<file path="src/rtl/mii_tx_pkg.sv">
`timescale 1ns/1ps
package mii_tx_pkg;

   typedef enum logic [2:0] {
      ST_IDLE = 3'd0,
      ST_PRE  = 3'd1,
      ST_SFD  = 3'd2,
      ST_LO   = 3'd3,
      ST_HI   = 3'd4,
      ST_GAP  = 3'd5
   } tx_state_t;

endpackage

</file>
<file path="src/rtl/mii_tx_ctrl.sv">
`timescale 1ns/1ps
module mii_tx_ctrl
   import mii_tx_pkg::*;
#(
   parameter int PRE_NIB = 15,
   parameter int IFG_NIB = 24
) (
   input  logic      clk,
   input  logic      rst_n,
   input  logic      in_valid,
   input  logic      in_last,
   output logic      in_ready,
   output tx_state_t state_q,
   output tx_state_t nxt_state
);

   localparam int CNT_MAX = (PRE_NIB > IFG_NIB) ? PRE_NIB : IFG_NIB;
   localparam int CNT_W   = $clog2(CNT_MAX + 1);
   localparam logic [CNT_W-1:0] PRE_END = CNT_W'(PRE_NIB - 1);
   localparam logic [CNT_W-1:0] GAP_END = CNT_W'(IFG_NIB - 1);

   logic [CNT_W-1:0] cnt_q, cnt_d;
   logic             last_q, last_d;

   always_comb begin
      nxt_state = state_q;
      cnt_d     = cnt_q;
      last_d    = last_q;
      case (state_q)
         ST_IDLE: begin
            if (in_valid) begin
               nxt_state = ST_PRE;
               cnt_d     = '0;
            end
         end
         ST_PRE: begin
            if (cnt_q == PRE_END) nxt_state = ST_SFD;
            else                  cnt_d     = cnt_q + 1'b1;
         end
         ST_SFD: begin
            if (in_valid) nxt_state = ST_LO;
            else begin
               nxt_state = ST_GAP;
               cnt_d     = '0;
            end
         end
         ST_LO: begin
            nxt_state = ST_HI;
            last_d    = in_last;
         end
         ST_HI: begin
            if (last_q || !in_valid) begin
               nxt_state = ST_GAP;
               cnt_d     = '0;
            end else begin
               nxt_state = ST_LO;
            end
         end
         ST_GAP: begin
            if (cnt_q == GAP_END) begin
               nxt_state = in_valid ? ST_PRE : ST_IDLE;
               cnt_d     = '0;
            end else begin
               cnt_d = cnt_q + 1'b1;
            end
         end
         default: begin
            nxt_state = ST_IDLE;
            cnt_d     = '0;
         end
      endcase
   end

   always_ff @(posedge clk or negedge rst_n) begin
      if (!rst_n) begin
         state_q <= ST_IDLE;
         cnt_q   <= '0;
         last_q  <= 1'b0;
      end else begin
         state_q <= nxt_state;
         cnt_q   <= cnt_d;
         last_q  <= last_d;
      end
   end

   assign in_ready = (state_q == ST_LO);

   // the start nibble always follows a complete preamble run
   assert_sfd_after_pre_R2: assert property (@(posedge clk) disable iff (!rst_n)
      (state_q == ST_SFD) |-> ($past(state_q) == ST_PRE && $past(cnt_q) == PRE_END));

endmodule

</file>
<file path="src/rtl/mii_tx_nib_out.sv">
`timescale 1ns/1ps
module mii_tx_nib_out
   import mii_tx_pkg::*;
#(
   parameter int                NIB_W    = 4,
   parameter logic [NIB_W-1:0]  PRE_CODE = 4'h5,
   parameter logic [NIB_W-1:0]  SFD_CODE = 4'hD,
   parameter bit                TXER_REG = 1'b1
) (
   input  logic                 clk,
   input  logic                 rst_n,
   input  tx_state_t            nxt_state,
   input  logic [2*NIB_W-1:0]   byte_in,
   output logic                 txen,
   output logic [NIB_W-1:0]     txd,
   output logic                 txer
);

   localparam int NIBS = 2;

   logic [NIB_W-1:0] nib [NIBS];
   logic             en_d;
   logic [NIB_W-1:0] nib_d;

   for (genvar g = 0; g < NIBS; g++) begin : g_split
      assign nib[g] = byte_in[g*NIB_W +: NIB_W];
   end

   always_comb begin
      en_d  = 1'b1;
      nib_d = '0;
      case (nxt_state)
         ST_PRE:  nib_d = PRE_CODE;
         ST_SFD:  nib_d = SFD_CODE;
         ST_LO:   nib_d = nib[0];
         ST_HI:   nib_d = nib[1];
         default: en_d  = 1'b0;
      endcase
   end

   always_ff @(posedge clk or negedge rst_n) begin
      if (!rst_n) begin
         txen <= 1'b0;
         txd  <= '0;
      end else begin
         txen <= en_d;
         txd  <= nib_d;
      end
   end

   if (TXER_REG) begin : g_txer_reg
      logic txer_q;
      always_ff @(posedge clk or negedge rst_n) begin
         if (!rst_n) txer_q <= 1'b0;
         else        txer_q <= 1'b0;
      end
      assign txer = txer_q;
   end else begin : g_txer_tie
      assign txer = 1'b0;
   end

   // idle lines rest at zero
   assert_idle_zero_R5: assert property (@(posedge clk) disable iff (!rst_n)
      !txen |-> (txd == '0));

   // enable rises together with a preamble nibble
   assert_rise_on_pre_R2: assert property (@(posedge clk) disable iff (!rst_n)
      $rose(txen) |-> (txd == PRE_CODE));

   // error output never raised
   assert_txer_low_R8: assert property (@(posedge clk) disable iff (!rst_n)
      !txer);

endmodule

</file>
<file path="src/rtl/mii_tx_framer.sv">
`timescale 1ns/1ps
module mii_tx_framer
   import mii_tx_pkg::*;
#(
   parameter int               NIB_W    = 4,
   parameter int               PRE_NIB  = 15,
   parameter int               IFG_NIB  = 24,
   parameter logic [NIB_W-1:0] PRE_CODE = 4'h5,
   parameter logic [NIB_W-1:0] SFD_CODE = 4'hD,
   parameter bit               TXER_REG = 1'b1
) (
   input  logic               clk,
   input  logic               rst_n,
   input  logic [2*NIB_W-1:0] in_data,
   input  logic               in_valid,
   input  logic               in_last,
   output logic               in_ready,
   output logic               mii_txen,
   output logic [NIB_W-1:0]   mii_txd,
   output logic               mii_txer
);

   localparam int BYTE_W = 2 * NIB_W;
   localparam int GAPW   = $clog2(IFG_NIB + 1);
   localparam logic [GAPW-1:0] GAP_SAT = GAPW'(IFG_NIB);

   if (NIB_W < 1) begin : g_bad_nib
      $error("NIB_W must be at least 1");
   end
   if (PRE_NIB < 1) begin : g_bad_pre
      $error("PRE_NIB must be at least 1");
   end
   if (IFG_NIB < 1) begin : g_bad_ifg
      $error("IFG_NIB must be at least 1");
   end
   if (PRE_CODE == SFD_CODE) begin : g_bad_codes
      $error("preamble and start codes must differ");
   end

   tx_state_t state_q, nxt_state;

   mii_tx_ctrl #(
      .PRE_NIB (PRE_NIB),
      .IFG_NIB (IFG_NIB)
   ) u_ctrl (
      .clk       (clk),
      .rst_n     (rst_n),
      .in_valid  (in_valid),
      .in_last   (in_last),
      .in_ready  (in_ready),
      .state_q   (state_q),
      .nxt_state (nxt_state)
   );

   mii_tx_nib_out #(
      .NIB_W    (NIB_W),
      .PRE_CODE (PRE_CODE),
      .SFD_CODE (SFD_CODE),
      .TXER_REG (TXER_REG)
   ) u_out (
      .clk       (clk),
      .rst_n     (rst_n),
      .nxt_state (nxt_state),
      .byte_in   (in_data),
      .txen      (mii_txen),
      .txd       (mii_txd),
      .txer      (mii_txer)
   );

   // Low-run counter for the gap check
   logic [GAPW-1:0] low_run;
   logic            seen_frame;

   always_ff @(posedge clk or negedge rst_n) begin
      if (!rst_n) begin
         low_run    <= '0;
         seen_frame <= 1'b0;
      end else if (mii_txen) begin
         low_run    <= '0;
         seen_frame <= 1'b1;
      end else if (low_run != GAP_SAT) begin
         low_run <= low_run + 1'b1;
      end
   end

   // minimum idle time between frames
   assert_min_gap_R6: assert property (@(posedge clk) disable iff (!rst_n)
      ($rose(mii_txen) && seen_frame) |-> (low_run >= GAP_SAT));

   // a consumed byte shows its high nibble next
   assert_hi_follows_R3: assert property (@(posedge clk) disable iff (!rst_n)
      (in_valid && in_ready) |=> (mii_txen && mii_txd == $past(in_data[BYTE_W-1:NIB_W])));

   // bytes are only taken inside an active frame
   assert_ready_in_frame_R3: assert property (@(posedge clk) disable iff (!rst_n)
      in_ready |-> mii_txen);

   // the frame closes only after a high nibble
   assert_end_after_hi_R4: assert property (@(posedge clk) disable iff (!rst_n)
      $fell(mii_txen) |-> ($past(state_q) == ST_HI || $past(state_q) == ST_SFD));

endmodule

</file>
<file path="config.mk">
export PLATFORM = sky130hd
export DESIGN_NAME = mii_tx_framer
export DESIGN_NICKNAME = d
export VERILOG_FILES = /design/src/rtl/mii_tx_pkg.sv /design/src/rtl/mii_tx_ctrl.sv /design/src/rtl/mii_tx_nib_out.sv /design/src/rtl/mii_tx_framer.sv
export SDC_FILE = /design/constraint.sdc
export NUM_CORES = 1
export LEC_CHECK = 0
export CORE_MARGIN = 5
export CORE_UTILIZATION = 51
export CTS_BUF_LIST = sky130_fd_sc_hd__clkbuf_2
export DETAILED_ROUTE_END_ITERATION = 6
export MAX_ROUTING_LAYER = met4
export PLACE_DENSITY = 0.91
export SYNTH_ARGS = -nofsm -noshare
export SYNTH_HDL_FRONTEND = slang
export SYNTH_SLANG_ARGS = --single-unit
export TNS_END_PERCENT = 5
</file>
<file path="constraint.sdc">
create_clock -name clk -period 2 [get_ports clk]
set_clock_uncertainty 0.2 [all_clocks]
set_input_delay 0.3 -clock clk [delete_from_list [all_inputs] [get_ports clk]]
set_output_delay 0.3 -clock clk [all_outputs]
set_load 0.03 [all_outputs]
</file>
Word-level counts from Yosys, hierarchy flattened. Cells that the tools add are included.

Memories: 0. RAM bits: 0. Memory bits (read-only): 0. Bits in registers: 14. Input bits: 12. Latch bits: 0. Output and inout port bits: 7. Logic and storage cells: 42.

Shifts and indexed selects: 0. Multiply operators: 0. Divide/modulo/power cells: 0. Eq/ne operators: 15. Bitwise operators: 1. Reduce and logical (&&, ||, !) cells: 5. Magnitude comparators: 0. Multiplexer cells: 15. Add/sub/neg operators: 1.

Operator list (count): one-hot mux 5 bit (6 select lines) (1); 2-to-1 mux 5 bit (5); one-hot mux 3 bit (6 select lines) (1); one-hot mux 4 bit (4 select lines) (1); 2-to-1 mux 3 bit (5); equality test 3 x 2 -> 1 bit, second input constant (4); equality test 3 bit, second input constant (3); equality test 3 x 1 -> 1 bit, second input constant (2); != test 2 bit, second input constant (3); adder 5 x 1 -> 5 bit, second input constant (1); equality test 5 x 4 -> 1 bit, second input constant (1); equality test 5 bit, second input constant (1); AND reduction 5 bit (1); OR reduction 4 bit (1); zero test 3 bit (1); 2-to-1 mux 1 bit (2); != test 2 x 1 -> 1 bit, second input constant (1); zero test 1 bit (1); logical OR 1 bit (1); inverter 1 bit (1).

Longest topological paths before layout. Gate-level depths: netlist of the first run.

Depth in word-level cells: 7. Gate-level depth with buffers: 6. Mapped depth without buffers: 6.

Cells and area by module. From an unflattened synthesis of the first run, not the netlist that was laid out.

Cells, all modules: 80. Area, all modules: 819.5 µm².

By module, submodules not included: mii_tx_ctrl (area an instance 575.6 µm², sequential area each 225.2 µm², times used 1, cells an instance 60); mii_tx_nib_out (area an instance 244.0 µm², sequential area each 125.1 µm², times used 1, cells an instance 20).

Worst setup path before layout of the first run. No wires, ideal clock.

Path kind: register to register. Start: reg u_ctrl.state_q[0]. End: reg u_ctrl.last_q. Cell stages (with the launch flop): 5. Path slack: 0.042 ns. Setup time: 0.125 ns. Period minus slack after synthesis: 1.958 ns. Data arrival time: 1.634 ns. Path buffers: 1. Data required time: 1.675 ns. Cells stage by stage: dfrtp_1 -> clkbuf_1 -> inv_1 -> nor2_1 -> mux2_2.

Cells in the longest elaborated chain, start to end: 1.

RTL lines: start, declared (RTL line mii_tx_ctrl.sv:13) `output tx_state_t state_q,`; start signal, assigned (RTL line mii_tx_ctrl.sv:80) `state_q <= nxt_state;`; equality test 3 x 2 -> 1 bit; named net in_ready (RTL line mii_tx_framer.sv:17) `output logic in_ready,`; end signal, assigned (RTL line mii_tx_ctrl.sv:82) `last_q <= last_d;`; end, declared (RTL line mii_tx_ctrl.sv:23) `logic last_q, last_d;`.

The timed path passes the listed nets, and every way through them passes these cells. A chain may end at the register's enable or synchronous reset.

Final worst setup path of the first run.
Start: reg u_ctrl.last_q. End: reg u_out.txd[0].

Cells in the longest elaborated chain, start to end: 5. Elaborated cells on any way between the ends: 8. Classes of those cells: eq/ne: 4; mux: 3; reduce/logical: 1.

RTL lines: logical OR 1 bit * (RTL line mii_tx_ctrl.sv:52) `if (last_q || !in_valid) begin`; 2-to-1 mux 3 bit * (RTL line mii_tx_ctrl.sv:52); one-hot mux 3 bit (6 select lines) * (RTL line mii_tx_ctrl.sv:29) `case (state_q)`; equality test 3 bit, or another cell as far along (RTL line mii_tx_nib_out.sv:32) `case (nxt_state)`; one-hot mux 4 bit (4 select lines) * (RTL line mii_tx_nib_out.sv:32); named net u_out.nib_d[0] (RTL line mii_tx_nib_out.sv:23) `logic [NIB_W-1:0] nib_d;`; end signal, assigned (RTL line mii_tx_nib_out.sv:47) `txd <= nib_d;`; end, declared (RTL line mii_tx_nib_out.sv:15) `output logic [NIB_W-1:0] txd,`.

Mark *: on every way through the listed nets, which the timed path passes. The rest lies on a longest branch.

==> impl_summary.md, run 1 <==
STA
The number of max-slew violations in the final report is 0. Summed over all failing endpoints, the final setup total negative slack is 0 ns. The count of final hold-check violations is 0. The achievable frequency is between 0.5 and 0.6 GHz.

In the finished design, the share of the clock period the worst path needs comes to about 99%. The final period demand of the worst path is ~2.0 ns. The final worst setup slack is between 0.02 and 0.025 ns.

The final number of setup-violating endpoints is 0.

Run status
The run finished with clean final reports.

GRT
After global routing the overflow that remains totals 0. Entering global routing, the biggest net connects 15 pins. The number of global-route vias before repair is just under 800.

The all-layer global routing usage is around a fifth. The first global-routing pass estimated between 3000 and 4000 um of wire. The number of antenna violations at the first check in global routing is 0.

Drt
For this block, the initial DRC count from the detailed router was 26. The final layout contains routed wiring with a total length of between 2000 and 2500 um. The number of routed nets with antenna violations is 0. The pre-antenna-repair detailed-routing pass consisted of 4 iterations. Across all layers, the routed design uses between 800 and 900 vias. Dividing the detail-routed via count by the number of cells gives between 6 and 7. After detailed routing, the number of remaining DRC violations is 0.

The routed wirelength normalized by instance count is around 18 um.

Power
The static power due to leakage is about 0.48 nW. Power comes to between 1.5 and 2 mW. Dividing total power by cell area gives a power density of between 1000 and 1500 nW/um^2.

Across the VDD grid, the largest voltage drop is 0.899 mV.

Worst setup path
The worst setup path is launched from a flop. STA classifies the critical path endpoint as a flop. The number of cells on the worst reg-to-reg path is 4. The critical path data required time is around 2 ns. The critical path is of the reg -> reg type. Of all nets on the critical path, the largest fanout is 5. STA puts the critical path data arrival time at about 2.0 ns.

Final layout
The antenna diode instance count is 0. The count of fill cells added during filler insertion is 113. After routing the design area is between 1000 and 1500 um^2.

The area added between synthesis and finish is 31.0%. Cells with a size suffix above 1 make up about 20% of the layout. The number of nets in the final layout is between 100 and 150. The sequential cell area in the final layout is ~350 um^2. The area of combinational cells with multiple inputs is roughly 460 um^2.

Floorplan
The vertical die dimension is between 50 and 60 um. The die covers 2550 um^2. The die is between 50 and 60 um wide. The floorplan has 14 rows.

During I/O placement, the number of pins put on the boundary was 19. The placeable core area is between 1500 and 2000 um^2. The initial utilization of the core area, before any placement, comes to ~55%.

Logic synthesis
The top cell type's share of synthesized area is between 40% and 50%. The number of nets handed over by synthesis was 100. The library cell with the highest instance count after synthesis is sky130_fd_sc_hd__dfrtp_1. In the synthesized netlist the dominant register cell turns out to be sky130_fd_sc_hd__dfrtp_1.

The synthesized design contains 14 register bits. The synthesized netlist occupies a cell area of 835 um^2. By area the synthesized netlist is led by sky130_fd_sc_hd__dfrtp_1 42%, sky130_fd_sc_hd__a211oi_1 4.5%, sky130_fd_sc_hd__ha_1 3.0%. During synthesis, Yosys emitted a total of 0 warnings. The top cell type by total area after synthesis is sky130_fd_sc_hd__dfrtp_1. Summing the sequential cell areas from Yosys gives a little over two fifths of the chip area. The number of instances in the synthesized netlist is 86.

The fraction of registers with async set or reset after synthesis is between 90% and 100%. The average cell area after synthesis is between 9 and 10 um^2. Yosys mapped the design onto 40 distinct sky130hd cell types. The number of enable flip-flop cells after synthesis is 0. By count the netlist is led by 14 x sky130_fd_sc_hd__dfrtp_1, 5 x sky130_fd_sc_hd__a211oi_1, 4 x sky130_fd_sc_hd__inv_1, 4 x sky130_fd_sc_hd__nor2_1.

Clock network
Clock-pin slew was measured on the worst setup and hold paths at 0.13 ns. The clock buffer count from CTS is 3. TritonCTS built the clock tree. The tree is rooted in a sky130_fd_sc_hd__clkbuf_2.

The maximum clock insertion buffer count is 2. Clock latency on the worst-skew pair, taken at its later pin, is 0.27 ns. For this design, the sink count on the clock tree is 14. In this run the number of H-tree levels came out at 1. Buffers inserted to repair hold after CTS numbered 0.

Placed design
Before CTS, the worst setup slack after placement is -0.0576 ns. The number of I/O port buffers is 17. The HPWL after detailed placement is ~1700 um.

In this run the cell area measured after placement is 1050 um^2. The final weighted congestion in routability-driven placement is just over 0.8.

Flow run
The max-cap violation count is 0.

Worst hold path
The class of the worst hold path is in -> async.
[worst max-delay path, stage by stage (launching register included)]
cell	delay, ns
sky130_fd_sc_hd__dfrtp_1	0.44
sky130_fd_sc_hd__or3b_1	0.38
sky130_fd_sc_hd__a211oi_2	0.46
sky130_fd_sc_hd__a32oi_1	0.14
sky130_fd_sc_hd__a211oi_1	0.27
[metrics by stage]
step | cells | util (%) | hold WS [ns]
detailed placement | 121 | 68.6 | 0.345
finish | 126 | 71.8 | 0.119
CTS | 124 | 69.9 | 0.117
global placement | 121 | 68.6 | 0.319
floorplan | 86 | - | -0.196
global route | 126 | 71.8 | 0.117
[power by group]
group	switching, mW	total, mW	internal, mW
combinational	0.445	0.856	0.411
sequential	0.129	0.531	0.402
clock	0.0870	0.128	0.0409
[layer usage]
| metal | up-vias | global-route usage (%) | wire length, um | share of wire [%] |
|---|---|---|---|---|
| met1 | 407 | 21.9 | 939 | 41 |
| li1 | 375 | - | - | - |
| met2 | 32 | 33.1 | 1230 | 54 |
| met3 | 2 | 2.96 | 122 | 5.3 |
| met4 | 0 | 5.53 | 8 | 0.35 |
| met5 | - | - | 0 | 0 |
[path summary, 6_finish.rpt]
check                                     to  slack, ns            start
max                             u_out.txd[0]       0.02    u_ctrl.last_q
min                             u_out.txd[2]       0.12            rst_n
max reg2reg                     u_out.txd[0]       0.02    u_ctrl.last_q
min reg2reg                  u_ctrl.cnt_q[1]       0.38  u_ctrl.cnt_q[1]
max in group asynchronous  u_ctrl.state_q[0]       1.30            rst_n
min in group clk             u_ctrl.cnt_q[1]       0.38  u_ctrl.cnt_q[1]
[layout by cell type, fill, tap and decap left out, types with 2 or more instances in the layout]
cell | netlist | final
sky130_fd_sc_hd__o21a_1 | 2 | 2
sky130_fd_sc_hd__o21ai_0 | 2 | 2
sky130_fd_sc_hd__nand3_1 | 3 | 3
sky130_fd_sc_hd__nor2_1 | 4 | 3
sky130_fd_sc_hd__clkbuf_2 | 0 | 3
sky130_fd_sc_hd__buf_4 | 1 | 9
sky130_fd_sc_hd__clkdlybuf4s50_1 | 0 | 16
sky130_fd_sc_hd__a211oi_1 | 5 | 4
sky130_fd_sc_hd__nand2_1 | 3 | 3
sky130_fd_sc_hd__dfrtp_1 | 14 | 12
sky130_fd_sc_hd__o211ai_1 | 2 | 2
sky130_fd_sc_hd__nor4_1 | 3 | 3
sky130_fd_sc_hd__a32oi_1 | 2 | 2
sky130_fd_sc_hd__a21o_1 | 3 | 3
sky130_fd_sc_hd__and2_1 | 3 | 2
sky130_fd_sc_hd__ha_1 | 2 | 2
sky130_fd_sc_hd__a211oi_2 | 1 | 2
sky130_fd_sc_hd__or2_2 | 2 | 2
sky130_fd_sc_hd__inv_1 | 4 | 4
sky130_fd_sc_hd__a22o_1 | 2 | 2
sky130_fd_sc_hd__nand2b_1 | 2 | 2
sky130_fd_sc_hd__nor2b_1 | 3 | 3
sky130_fd_sc_hd__dfrtp_2 | 0 | 2
sky130_fd_sc_hd__a21oi_1 | 3 | 3
[cells by family (layout without fill, tap and decap cells)]
kind of cell	count (synthesis)	after routing	share of synthesized area (%)
AOI/OAI and AO/OA	29	29	26.4
xor gates and xnor gates	1	1	1.05
adders and majority gates	2	2	3.00
and+or+nand+nor	30	30	21.4
other	1	1	0.449
DFF	14	14	42.0
muxes	1	1	1.35
buffers and inverters	8	32	4.35
[flip-flops by register name, summed over array words and instances, names as in the netlist]
name and count:
u_out.txen 1, u_ctrl.last_q 1, u_out.txd 4, u_ctrl.cnt_q 5, u_ctrl.state_q 3
[layout make-up]
cell class	instances	share of cell area, %
flip-flops and latches	14	32.3
clock buffers	3	1.37
repair buffers	25	20.8
multi-input cells	64	42.3
inverters	4	1.37
well taps	16	1.83
[what timing repair did]
item,in CTS,in global routing
pin swaps,0,0
endpoints found under the setup margin,1,3
hold endpoints to repair,0,0
cloned,0,0
resized for setup,2,5
buffers inserted,0,2
No activity file was read; power rests on OpenSTA's default activity.
==> inputs of run 2 (changes only) <==
- CORE_UTILIZATION: 51 -> 55
- PLACE_DENSITY: 0.91 -> 0.95
- clock period: 2 -> 2.4 ns (I/O delays scaled with it)
==> impl_summary.md, run 2 (synthesis gave the netlist of run 1 again) <==
Worst setup path
At the worst endpoint, the arrival time is 1.74 ns. The peak fanout along the critical path is 2. The critical path data required time is ~1.8 ns. The startpoint of the worst setup timing path is u_ctrl.state_q[2]. The launch point of the worst reg-to-reg path is u_ctrl.state_q[2]. The kind of end point of the critical path is an output port. The capture point of the critical path is in_ready. Measured in cells, the most critical reg-to-reg path has a length of 5. The slack of the worst reg-to-reg path is between 0.3 and 0.4 ns. The launching element type of the critical path is a flop. The class of the most critical setup path is reg -> out. In this run the critical register-to-register path is captured at u_out.txd[0].

Flow run
The max-cap violation count is 0.

Clock network
CTS built an H-tree with a depth of 1. The number of gates resized after CTS was 0. The hold-fix buffer count after cts is 0. The maximum clock insertion buffer count is 2. The clock buffer count from CTS is 3. The number of sinks driven by the clock tree is 14. The number of buffers inserted by post-CTS setup repair is 0. Clock-pin slew was measured on the worst setup and hold paths at 0.14 ns.

TritonCTS built the clock tree. For the worst-skew pair, the clock arrives at the later sink with an insertion delay of around 0.30 ns. The cell sitting at the root of the clock tree is a sky130_fd_sc_hd__clkbuf_2.

Floorplan
The starting utilization of the core area is 56.7%. After floorplanning, the core was sized to cover approximately 1500 um^2. The die covers ~2400 um^2.

The floorplan has 14 rows. The floorplan die width is 49.0 um. Pin placement for this block handled 19 I/O pins. The vertical die dimension is between 40 and 50 um.

STA
Dividing the final minimum period by the clock period gives a little over nine tenths. The achievable frequency is roughly 0.44 GHz. The number of max-slew violations in the final report is 0. At the pin with the least slew margin, the transition time is roughly 0.6 ns. The final period demand of the worst path is 2.30 ns. The final-layout setup total negative slack is 0 ns.

Setup repair after global routing left no endpoint under its margin. The relative slew slack is between 50% and 60%. The final number of setup-violating endpoints is 0. The count of final hold-check violations is 0.

Final layout
In the final layout, the registers with the most flip-flops are u_ctrl.cnt_q: 5 flops, u_out.txd: 4 flops, u_ctrl.state_q: 3 flops. The number of nets in the final layout is ~120. The register with the highest flop count is u_ctrl.cnt_q. The fraction of final layout cells sized beyond drive strength 1 is around 11%. In the layout the commonest cells are 17 x sky130_fd_sc_hd__clkdlybuf4s50_1, 14 x sky130_fd_sc_hd__dfrtp_1, 5 x sky130_fd_sc_hd__a211oi_1. The antenna diode instance count is 0.

The flip-flop count of the largest register, all copies and words added is 5. The area added between synthesis and finish is 26.1%. The leading cell type in the layout, fill and taps excluded is sky130_fd_sc_hd__clkdlybuf4s50_1. The final standard cell utilization of the core is 71.5%.

GRT
The number of global-route vias before repair is approximately 760. The global route total overflow is 0. The global-route wire length before repair is between 3000 and 4000 um. The all-layer global routing usage is between 10% and 20%.

Entering global routing, the biggest net connects 15 pins. The number of antenna violations at the first check in global routing is 0.

Power
The worst-case IR drop observed on VDD is approximately 0.8 mV. The power density of the placed cells is ~1100 nW/um^2. The static power due to leakage is roughly 0.46 nW.

Drt
The number of routed nets with antenna violations is 0. The number of search-and-repair iterations in the first detailed-routing pass is 4. The detailed-route vias per instance is 6.09. The total number of vias is approximately 750. The remaining design rule violation count is 0. For this block, the routed nets add up to between 1500 and 2000 um of wire. Dividing the detail-routed wire length by the instance count gives 15.9 um. The first-iteration detailed-routing DRC count is 22.

Placed design
The number of I/O port buffers is 17. The final weighted congestion in routability-driven placement is 0.791. Detailed placement finished with a half-perimeter wire length of around 1500 um.

Run status
The run finished with clean final reports.

Worst hold path
The min-delay analysis places its worst path in the category in -> async.
## run 2: how the worst min path moves through the flow
stage	start	to	slack (ns)	cells past startpoint
final	rst_n	u_out.txd[2]	0.22	1
after global placement	u_ctrl.cnt_q[1]	u_ctrl.cnt_q[1]	0.32	1
after floorplan	rst_n	u_ctrl.cnt_q[0]	-0.14	0
after detailed placement	u_ctrl.cnt_q[1]	u_ctrl.cnt_q[1]	0.35	1
after CTS	rst_n	u_out.txd[2]	0.25	1
after global routing	rst_n	u_out.txd[2]	0.26	1
## run 2: worst max-delay path: stages, from the launching register on
cell,delay [ns]
sky130_fd_sc_hd__dfrtp_1,0.42
sky130_fd_sc_hd__nand2b_1,0.19
sky130_fd_sc_hd__nor2_1,0.14
sky130_fd_sc_hd__clkdlybuf4s50_1,0.69
## run 2: metal layers
metal  vias up  track usage [%]  share of wire (%)  routed length (um)
met3         9             4.59                5.4                 106
met4         0             10.8                3.8                  74
li1        367                -                  -                   -
met5         -                -                  0                   0
met2        23             29.1                 49                 951
met1       350             24.3                 42                 824
## run 2: report_power, final
part | leakage, nW | switching (mW) | internal (mW)
Clock | 0.0140 | 0.0831 | 0.0361
Sequential | 0.172 | 0.0792 | 0.332
Combinational | 0.272 | 0.351 | 0.316
## run 2: cell type report
class / instances / area [um^2]
clock buffers: 3 / 15.0
clock inverters: 1 / 3.75
fillers: 112 / 419
inverters: 4 / 15.0
multi-input cells: 64 / 448
flip-flops and latches: 14 / 350
well taps: 16 / 20.0
repair buffers: 21 / 200
## run 2: through the flow
stage / area (um^2) / hold slack (ns) / setup WS (ns) / cells / power [mW]
4_1_cts: 1050 / 0.251 / 0.104 / 123 / 1.20
3_3_place_gp: 1030 / 0.320 / 0.271 / 119 / 1.05
3_5_place_dp: 1030 / 0.345 / 0.248 / 119 / 1.08
2_1_floorplan: 835 / -0.136 / 0.442 / 86 / 0.880
5_1_grt: 1050 / 0.262 / 0.00911 / 123 / 1.31
6_report: 1050 / 0.220 / 0.102 / 123 / 1.20
